[config.mk]
export PLATFORM = sky130hd
export DESIGN_NAME = duty_setpoint
export DESIGN_NICKNAME = d
export VERILOG_FILES = /design/src/rtl/setpoint_pkg.sv /design/src/rtl/key_filter.sv /design/src/rtl/bcd_decade.sv /design/src/rtl/duty_setpoint.sv
export SDC_FILE = /design/constraint.sdc
export NUM_CORES = 1
export LEC_CHECK = 0
export ABC_CLOCK_PERIOD_IN_PS = 2500
export BUFFER_PORTS_ARGS = -buffer_cell sky130_fd_sc_hd__buf_2
export CAP_MARGIN = 20
export CORE_ASPECT_RATIO = 1.2
export CORE_UTILIZATION = 28
export DETAILED_ROUTE_END_ITERATION = 10
export SLEW_MARGIN = 30
export SYNTH_ARGS = -nofsm -noshare
export SYNTH_HDL_FRONTEND = slang
export SYNTH_SLANG_ARGS = --single-unit
export TNS_END_PERCENT = 5
[constraint.sdc]
create_clock -name clk_i -period 2.5 [get_ports clk_i]
set_clock_uncertainty 0.1 [all_clocks]
set_input_delay 0.5 -clock clk_i [delete_from_list [all_inputs] [get_ports clk_i]]
set_output_delay 0.5 -clock clk_i [all_outputs]
set_load 0.005 [all_outputs]
[src/rtl/setpoint_pkg.sv]
package setpoint_pkg;
  localparam int unsigned DIGIT_W = 4;
  typedef logic [DIGIT_W-1:0] bcd_digit_t;
  localparam bcd_digit_t BCD_MIN = 4'd0;
  localparam bcd_digit_t BCD_MAX = 4'd9;
endpackage

[src/rtl/key_filter.sv]
module key_filter #(
  parameter int unsigned STABLE_CYCLES = 1000
) (
  input  logic clk_i,
  input  logic rst_ni,
  input  logic raw_i,
  output logic press_o
);
  localparam int unsigned CNT_W = (STABLE_CYCLES > 2) ? $clog2(STABLE_CYCLES) : 1;
  localparam logic [CNT_W-1:0] CNT_LAST = CNT_W'(STABLE_CYCLES - 1);

  logic             sync1_q, sync2_q;
  logic             level_q;
  logic [CNT_W-1:0] cnt_q;
  logic             differ, accept;

  always_ff @(posedge clk_i or negedge rst_ni) begin
    if (!rst_ni) begin
      sync1_q <= 1'b0;
      sync2_q <= 1'b0;
    end else begin
      sync1_q <= raw_i;
      sync2_q <= sync1_q;
    end
  end

  assign differ = sync2_q != level_q;
  assign accept = differ && (cnt_q == CNT_LAST);

  // filtered level moves only after STABLE_CYCLES equal samples
  always_ff @(posedge clk_i or negedge rst_ni) begin
    if (!rst_ni) begin
      level_q <= 1'b0;
      cnt_q   <= '0;
    end else if (!differ) begin
      cnt_q   <= '0;
    end else if (accept) begin
      level_q <= sync2_q;
      cnt_q   <= '0;
    end else begin
      cnt_q   <= cnt_q + 1'b1;
    end
  end

  // rising edge of the filtered level
  assign press_o = accept && sync2_q;
endmodule

[src/rtl/bcd_decade.sv]
module bcd_decade
  import setpoint_pkg::*;
(
  input  logic       clk_i,
  input  logic       rst_ni,
  input  logic       en_i,
  input  logic       up_i,
  output bcd_digit_t digit_o,
  output logic       wrap_o
);
  bcd_digit_t digit_q, digit_d;

  always_comb begin
    if (up_i) digit_d = (digit_q == BCD_MAX) ? BCD_MIN : digit_q + 4'd1;
    else      digit_d = (digit_q == BCD_MIN) ? BCD_MAX : digit_q - 4'd1;
  end

  always_ff @(posedge clk_i or negedge rst_ni) begin
    if (!rst_ni)   digit_q <= BCD_MIN;
    else if (en_i) digit_q <= digit_d;
  end

  assign digit_o = digit_q;
  assign wrap_o  = en_i && (up_i ? (digit_q == BCD_MAX) : (digit_q == BCD_MIN));
endmodule

[src/rtl/duty_setpoint.sv]
module duty_setpoint
  import setpoint_pkg::*;
#(
  parameter int unsigned STABLE_CYCLES = 1000,
  parameter int unsigned DIGITS        = 2,
  localparam int unsigned SP_W         = DIGITS * DIGIT_W
) (
  input  logic            clk_i,
  input  logic            rst_ni,
  input  logic            inc_btn_i,
  input  logic            dec_btn_i,
  output logic [SP_W-1:0] setpoint_o,
  output logic            step_o
);
  logic            inc_pulse, dec_pulse, apply;
  logic [DIGITS:0] chain;
  logic            step_q;

  key_filter #(.STABLE_CYCLES(STABLE_CYCLES)) u_inc_filter (
    .clk_i, .rst_ni, .raw_i(inc_btn_i), .press_o(inc_pulse)
  );
  key_filter #(.STABLE_CYCLES(STABLE_CYCLES)) u_dec_filter (
    .clk_i, .rst_ni, .raw_i(dec_btn_i), .press_o(dec_pulse)
  );

  // coincident presses cancel
  assign apply    = inc_pulse ^ dec_pulse;
  assign chain[0] = apply;

  for (genvar g = 0; g < DIGITS; g++) begin : g_decade
    bcd_decade u_decade (
      .clk_i,
      .rst_ni,
      .en_i   (chain[g]),
      .up_i   (inc_pulse),
      .digit_o(setpoint_o[g*DIGIT_W +: DIGIT_W]),
      .wrap_o (chain[g+1])
    );
  end

  always_ff @(posedge clk_i or negedge rst_ni) begin
    if (!rst_ni) step_q <= 1'b0;
    else         step_q <= apply;
  end

  assign step_o = step_q;
endmodule

==> results.ini, run 1 <==
[outcome]
status=finished, final reports clean

[sta]
max_slew_margin=0.475
fin_crit_ps=2180
rsz0062_at_grt=false
drv_slew=0
setup_viol=0
hold_viol_final=0
max_clock_freq_ghz=0.458
setup_tns_ps=0
tightest_slew_ps=788
final.period_utilization=0.872

[grt]
track_usage=0.108
grt.busiest_layer=met2
grt_start_max_net_pins=36
grt_util_met3=0.0271
grt_pass1_wl_um=6070
grt_use_met2=0.177
first_global_vias=1313
antenna_found_initial=0
use_met1=0.134
grt.overflow.total=0

[detailed_routing]
wl_um=3360
wl_per_cell_um=11.6
drt-initial-drc-count=82
dr.pass1.iters=4
vias_per_cell=4.79
vias=1394
drc_errors=0
ant_nets=0

[pwr]
power_uw=1040
p_per_area_nw_per_um2=499
leakage_uw=0.000881
peakVddDrop_uv=170

[finish]
finalInstanceArea_um2=2080
nFillCells=672
fin_cells=291
nNetsFinal=212
antenna_cells=0
layout-drive-gt1-share=0.160
area_growth_pct=12.0

[clock_tree]
ctsResizeCount=0
h-tree-depth=2
insertion_delay_ps=290
cts_tree=yes
clock-root-buffer=clkbuf_8
postCtsSetupBuffers=0
cts_hold_buf=0
cts.sinks=35
clk_pin_slew_ps=70
cts_made_buffers=5
cts.path.max_buffers=2

[floorplan]
rows=32
dieHeight_um=91.2
coreArea_um2=6410
die_area_um2=6960
io_pins=13
start_util=0.290
dieWidth_um=76.3

[setup_path]
start_kind=register
worst-path-buf-inv=0
end_kind=register
required_ps=2550
slowest_delay_ps=420
critPathKind=reg2reg
cp.arrival_ps=2230
crit_fanout=9
ff2ff_setup_slack_ps=320
path_delay_family=simple AND/OR/NAND/NOR gates
path_cells=ha_1, and3b_1, and3_4, or3_1, o311ai_0, o31ai_1
slowest_stage=dfrtp_1

[logic_synthesis]
synth.avg_cell_area_um2=9.67
ys_seq_elements=35
synth_top_area_cell=dfrtp_1
syn_area_um2=1860
syn_nets=198
synthDistinctLibCells=45
synthTopCellsByArea=dfrtp_1 47%, xor2_1 6.1%, nor2_1 5.7%
synth_top_area_share=0.472
synth_seq_area_share=0.472
synth_edf_count=0
netlist_instances=192
yosys_warnings=0
ys.flop_type=dfrtp_1
ys_async_sr_fraction=1.00

[placed_design]
dp.cells=284
gp_congestion=0.809
place_area_um2=1990
port_buffers=12
hpwlAfterDp_um=2410

[hold_path]
hold_class=in2async

[flow_run]
cap_violations=0

[layout make-up]
cell class,count,area [um2],area share
clock inverters,1,5.00,0.00241
multi-input cells,143,908,0.437
clock buffers,6,82.6,0.0397
flip-flops and latches,35,876,0.421
repair buffers,14,75.1,0.0361
inverters,7,26.3,0.0126
well taps,85,106,0.0511
[final timing paths]
kind                                        from                         endpoint  cells past startpoint
min in group clk_i                     dec_btn_i             u_dec_filter.sync1_q                      1
hold / removal                            rst_ni  g_decade[0].u_decade.digit_o[2]                      1
max in group asynchronous                 rst_ni            u_inc_filter.cnt_q[9]                      1
setup reg to reg           u_inc_filter.cnt_q[0]  g_decade[1].u_decade.digit_o[1]                      6
hold reg to reg             u_dec_filter.sync1_q             u_dec_filter.sync2_q                      0
setup / recovery           u_inc_filter.cnt_q[0]  g_decade[1].u_decade.digit_o[1]                      6
[metal layers]
metal / wire length (um) / vias to the layer above
met5: 0 / -
met4: 70 / 0
met3: 104 / 7
met2: 1580 / 25
met1: 1610 / 665
li1: - / 697
[cell usage after synthesis (2+ instances only)]
library cell	instances
a31oi_1	3
a21oi_1	3
inv_1	7
nand4_1	6
nor4_1	2
and3_1	4
buf_6	2
nand3_1	13
or2_2	5
nor2_1	28
clkbuf_1	3
ha_1	2
mux2_2	2
nor3_1	4
o22ai_1	2
or3_1	3
a22oi_1	2
nor3b_1	3
o21ai_0	7
o211ai_1	2
nand2_1	9
xor2_1	13
dfrtp_1	35
xnor2_1	10
a21o_1	2
[power by group]
group / internal, uW / total (uW) / switching, uW / leakage [uW]
clock: 216 / 413 / 197 / 0.0000470
sequential: 577 / 588 / 10.8 / 0.000475
combinational: 12.9 / 36.7 / 23.8 / 0.000359
total: 806 / 1040 / 231 / 0.000881
[cell usage in the layout, fill, tap and decap left out, types with 5 or more instances in the layout]
cell type  Yosys  final
xnor2_1       10     10
nand3_1       13     13
inv_1          7      7
nand2_1        9      9
o21ai_0        7      7
dfrtp_1       35     35
clkbuf_8       0      6
nand4_1        6      6
buf_2          1     12
xor2_1        13     13
nor2_1        28     28
or2_2          5      5
[cells by family (layout without fill, tap and decap cells)]
group	count (synthesis)	count (layout)	share of synthesized area
AOI/OAI and AO/OA	25	25	0.0849
adders and majority gates	2	2	0.0135
DFF	35	35	0.472
and+or+nand+nor	90	90	0.265
xor gates and xnor gates	23	23	0.108
muxes	3	3	0.0175
buffers and inverters	14	28	0.0391
[registers in the layout, summed over array words and instances, names as in the netlist]
name,count
step_o,1
g_decade.u_decade.digit_o,8
u_inc_filter.sync2_q,1
u_dec_filter.level_q,1
u_dec_filter.cnt_q,10
u_inc_filter.sync1_q,1
u_dec_filter.sync2_q,1
u_dec_filter.sync1_q,1
u_inc_filter.level_q,1
u_inc_filter.cnt_q,10
[metrics by stage]
step / hold slack (ps) / setup slack [ps] / utilization
finish: 191 / 319 / 0.325
global route: 216 / 131 / 0.325
CTS: 211 / 316 / 0.325
detailed placement: 246 / 323 / 0.311
global placement: 234 / 377 / 0.311
floorplan: 104 / 363 / -
(Power assumes the default switching activity.)
==> inputs of run 2 (changes only) <==
ABC_CLOCK_PERIOD_IN_PS = 2570   (was 2500)
CORE_UTILIZATION = 55   (was 28)
PLACE_DENSITY = 0.74   (was not set)
clock period = 2.57 ns   (was 2.5 ns; I/O delays follow)
==> run 2 against run 1 <==
Die area fell by 48%. Non-clock buffer count fell by 1. Sequential share of layout area rose by 2.0 points. Critical path depth did not move. Wire length fell by 2.1%. Critical endpoint unchanged. Largest power group unchanged.
==> results.ini, run 2 (synthesized netlist as in run 1, its figures left out) <==
[outcome]
status=finished, final reports clean

[floorplan]
dieHeight_um=65.7  ; -28%
dieWidth_um=55.0  ; -28%
die_area_um2=3610  ; -48%
rows=22  ; -31%
start_util=0.592  ; +0.302
coreArea_um2=3140  ; -51%
io_pins=13  ; unchanged

[clock_tree]
cts.path.max_buffers=2  ; unchanged
postCtsSetupBuffers=0  ; unchanged
cts_made_buffers=5  ; unchanged
ctsResizeCount=0  ; unchanged
cts_tree=yes
cts.sinks=35  ; unchanged
clk_pin_slew_ps=120  ; +50 ps
insertion_delay_ps=350  ; +60 ps
h-tree-depth=2  ; unchanged
clock-root-buffer=clkbuf_4
cts_hold_buf=0  ; unchanged

[grt]
antenna_found_initial=0  ; unchanged
track_usage=0.218  ; +0.110
first_global_vias=1355  ; +3.2%
grt_start_max_net_pins=36  ; unchanged
grt_pass1_wl_um=5610  ; -7.5%
grt.overflow.total=0  ; unchanged

[placed_design]
gp_congestion=0.767  ; -5.2%
place_ws_ps=338  ; +14.4 ps
port_buffers=12  ; unchanged
hpwlAfterDp_um=2320  ; -3.7%

[detailed_routing]
vias=1420  ; +1.9%
wl_per_cell_um=13.6  ; +18%
ant_nets=0  ; unchanged
wl_um=3290  ; -2.1%
vias_per_cell=5.87  ; +22%
drc_errors=0  ; unchanged
dr.pass1.iters=4  ; unchanged
drt-initial-drc-count=32  ; -61%

[sta]
worst_slack_ps=314  ; -4.46 ps
rsz0062_at_grt=false
final.period_utilization=0.878  ; +0.00521
setup_tns_ps=0  ; unchanged
max_slew_margin=0.496  ; +0.0214
fin_crit_ps=2260  ; +74.5 ps
hold_viol_final=0  ; unchanged
tightest_slew_ps=756  ; -32.1 ps
max_clock_freq_ghz=0.443  ; -3.3%
setup_viol=0  ; unchanged
drv_slew=0  ; unchanged

[setup_path]
slowest_stage=dfrtp_1
cp.arrival_ps=2390  ; +160 ps
required_ps=2710  ; +160 ps
end_kind=register
critPathKind=reg2reg
crit_fanout=9  ; unchanged
slowest_delay_ps=450  ; +30 ps
path_cells=ha_1, and3b_1, and3_4, or3_1, o311ai_0, o31ai_1
path_delay_family=simple AND/OR/NAND/NOR gates
start_kind=register
worst-path-buf-inv=0  ; unchanged

[pwr]
peakVddDrop_uv=339  ; +99%
p_per_area_nw_per_um2=466  ; -6.6%
leakage_uw=0.000856  ; -2.8%

[finish]
area_growth_pct=6.87
mostFrequentLayoutCells=35 x dfrtp_1, 28 x nor2_1, 13 x nand3_1, 13 x xor2_1, 12 x buf_2
nFillCells=275  ; -59%
antenna_cells=0  ; unchanged
nNetsFinal=211  ; -0.47%
layout-drive-gt1-share=0.160  ; unchanged
layout_commonest_cell=dfrtp_1

[flow_run]
cap_violations=0  ; unchanged

[hold_path]
hold_class=in2async

## run 2: cell count changes in the layout (fill, tap and decap cells not counted), sizes merged
cell,previous run,this run
clkinvlp,0,2
buf,14,13
clkbuf,6,5
clkinv,1,0
inv,7,8
## run 2: worst paths after layout
kind	start	to	slack [ps]	depth (start not counted)
worst max-delay path	u_inc_filter.cnt_q[0]	g_decade[1].u_decade.digit_o[1]	310	6
worst min-delay path	rst_ni	g_decade[1].u_decade.digit_o[2]	110	1
worst max register to register	u_inc_filter.cnt_q[0]	g_decade[1].u_decade.digit_o[1]	310	6
worst min register to register	u_inc_filter.sync1_q	u_inc_filter.sync2_q	260	0
max in group asynchronous	rst_ni	u_dec_filter.cnt_q[0]	1780	1
min in group clk_i	dec_btn_i	u_dec_filter.sync1_q	160	1
## run 2: final cells by class
| class | instances | area (um2) | share of cell area |
|---|---|---|---|
| multi-input cells | 143 | 908 | 0.458 |
| inverters | 7 | 26.3 | 0.0132 |
| repair buffers | 13 | 67.6 | 0.0340 |
| clock inverters | 3 | 23.8 | 0.0120 |
| clock buffers | 5 | 37.5 | 0.0189 |
| well taps | 36 | 45.0 | 0.0227 |
| flip-flops and latches | 35 | 876 | 0.441 |
## run 2: per-stage QoR
stage               utilization  hold WS, ps  instances  cell area (um2)  total power [uW]
floorplan                     -          118        192             1860               601
global placement          0.613          233        234             1920               617
detailed placement        0.613          238        234             1920               619
CTS                       0.632          130        242             1980               936
global route              0.632          127        242             1980               969
finish                    0.632          114        242             1980               925
## run 2: power by group
| group | total, uW | switching [uW] | leakage [uW] | internal, uW |
|---|---|---|---|---|
| Clock | 318 | 209 | 0.0000278 | 109 |
| Sequential | 572 | 10.3 | 0.000475 | 561 |
| Combinational | 35.3 | 22.8 | 0.000354 | 12.5 |
| Total | 925 | 242 | 0.000856 | 683 |
## run 2: routing by layer
layer  wire, um  GRT usage  part of all wire
met2       1600      0.354              0.49
met4         58      0.113             0.018
met5          0          0                 0
met3        116     0.0625             0.035
met1       1510      0.252              0.46
## run 2: worst register-to-register path, stage by stage, from the launching register on
cell      delay, ps
dfrtp_1         450
ha_1            270
and3b_1         240
and3_4          210
or3_1           390
o311ai_0        340
o31ai_1         130
==> inputs of run 3 (changes only) <==
RECOVER_POWER = 50   (was not set)
==> run 3 against run 2 <==
The flow now finishes with violations (max-capacitance violations, max-slew violations). Final cell count did not move. Die area did not move. Clock power about the same. Critical endpoint unchanged. Largest cell class unchanged.
==> results.ini, run 3 (synthesized netlist as in run 1, its figures left out) <==
[outcome]
status=complete, but fails checks
violations=max-capacitance violations, max-slew violations

[detailed_routing]
wl_um=3290  ; about the same
vias_per_cell=5.86  ; -0.14%
wl_per_cell_um=13.6  ; about the same
ant_nets=0  ; unchanged
drt-initial-drc-count=32  ; unchanged
drc_errors=0  ; unchanged
dr.pass1.iters=4  ; unchanged
vias=1418  ; -0.14%

[clock_tree]
postCtsSetupBuffers=0  ; unchanged
insertion_delay_ps=350  ; about the same
h-tree-depth=2  ; unchanged
cts_hold_buf=0  ; unchanged
cts.sinks=35  ; unchanged
clock-root-buffer=clkbuf_4
cts_tree=yes
clk_pin_slew_ps=120  ; about the same
cts.path.max_buffers=2  ; unchanged
ctsResizeCount=0  ; unchanged
cts_made_buffers=5  ; unchanged

[setup_path]
worst-path-buf-inv=0  ; unchanged
slowest_stage=dfrtp_1
cp.arrival_ps=2390  ; about the same
path_cells=ha_1, and3b_1, and3_4, or3_1, o311ai_0, o31ai_1
slowest_delay_ps=450  ; about the same
crit_fanout=9  ; unchanged
critPathKind=reg2reg
path_delay_family=simple AND/OR/NAND/NOR gates
end_kind=register
start_kind=register
required_ps=2710  ; about the same

[sta]
max_clock_freq_ghz=0.443  ; about the same
final.period_utilization=0.878  ; about the same
setup_tns_ps=0  ; unchanged
fin_crit_ps=2260  ; -0.0950 ps
setup_viol=0  ; unchanged
worst_slack_ps=315  ; +0.0950 ps
max_slew_margin=-0.206  ; -0.702
rsz0062_at_grt=false
tightest_slew_ps=1810  ; +1050 ps
hold_viol_final=0  ; unchanged
drv_slew=36  ; +36

[grt]
track_usage=0.218  ; unchanged
use_met1=0.252  ; unchanged
grt_util_met3=0.0625  ; unchanged
grt_start_max_net_pins=36  ; unchanged
grt.busiest_layer=met2
antenna_found_initial=0  ; unchanged
grt.overflow.total=0  ; unchanged
first_global_vias=1355  ; unchanged
grt_use_met2=0.354  ; unchanged
grt_pass1_wl_um=5610  ; unchanged

[placed_design]
port_buffers=12  ; unchanged
gp_congestion=0.767  ; unchanged
hpwlAfterDp_um=2320  ; unchanged
place_area_um2=1920  ; unchanged
place_ws_ps=338  ; unchanged

[finish]
final_core_util=0.632  ; about the same
antenna_cells=0  ; unchanged
layout_commonest_cell=dfrtp_1
layout-drive-gt1-share=0.155  ; -0.00485
nNetsFinal=211  ; unchanged
mostFrequentLayoutCells=35 x dfrtp_1, 28 x nor2_1, 13 x nand3_1, 13 x xor2_1, 11 x buf_2
finalInstanceArea_um2=1980  ; about the same
area_growth_pct=6.81  ; about the same

[floorplan]
dieHeight_um=65.7  ; unchanged
io_pins=13  ; unchanged
start_util=0.592  ; unchanged
die_area_um2=3610  ; unchanged
coreArea_um2=3140  ; unchanged
dieWidth_um=55.0  ; unchanged
rows=22  ; unchanged

[pwr]
leakage_uw=0.000853  ; -0.32%
p_per_area_nw_per_um2=466  ; about the same
power_uw=925  ; about the same
peakVddDrop_uv=339  ; about the same

[flow_run]
cap_violations=1  ; +1

[hold_path]
hold_class=in2reg

-- run 3: cell types whose count changed in the layout (fill, tap and decap cells not counted), sizes merged --
cell,delta
clkbuf,+1
buf,-1
-- run 3: path summary, 6_finish.rpt --
check	from	to	slack (ps)	cells past startpoint
max	u_inc_filter.cnt_q[0]	g_decade[1].u_decade.digit_o[1]	310	6
min	dec_btn_i	u_dec_filter.sync1_q	160	1
max reg2reg	u_inc_filter.cnt_q[0]	g_decade[1].u_decade.digit_o[1]	310	6
min reg2reg	u_inc_filter.sync1_q	u_inc_filter.sync2_q	260	0
max in group asynchronous	rst_ni	u_dec_filter.cnt_q[0]	800	1
min in group asynchronous	rst_ni	g_decade[1].u_decade.digit_o[2]	530	1
-- run 3: final cells by class --
| type | count | area, um2 |
|---|---|---|
| inverters | 7 | 26.3 |
| clock inverters | 3 | 23.8 |
| flip-flops and latches | 35 | 876 |
| well taps | 36 | 45.0 |
| fillers | 276 | 1150 |
| clock buffers | 5 | 37.5 |
| repair buffers | 13 | 66.3 |
| multi-input cells | 143 | 908 |
-- run 3: metal layers --
layer | wire length [um] | up-vias
met3 | 115 | 6
li1 | - | 693
met1 | 1510 | 692
met5 | 0 | -
met2 | 1600 | 27
met4 | 58 | 0
-- run 3: power by group --
part | internal (uW) | switching, uW | total (uW) | leakage [uW]
clock network | 109 | 209 | 318 | 0.0000278
registers | 561 | 10.3 | 572 | 0.000475
logic | 12.2 | 22.8 | 35.0 | 0.000351
total | 683 | 242 | 925 | 0.000853
-- run 3: per-stage QoR --
| stage | hold slack [ps] | instances |
|---|---|---|
| floorplan | 118 | 192 |
| CTS | 130 | 242 |
| global route | 127 | 242 |
| finish | 156 | 242 |
| global placement | 233 | 234 |
| detailed placement | 238 | 234 |
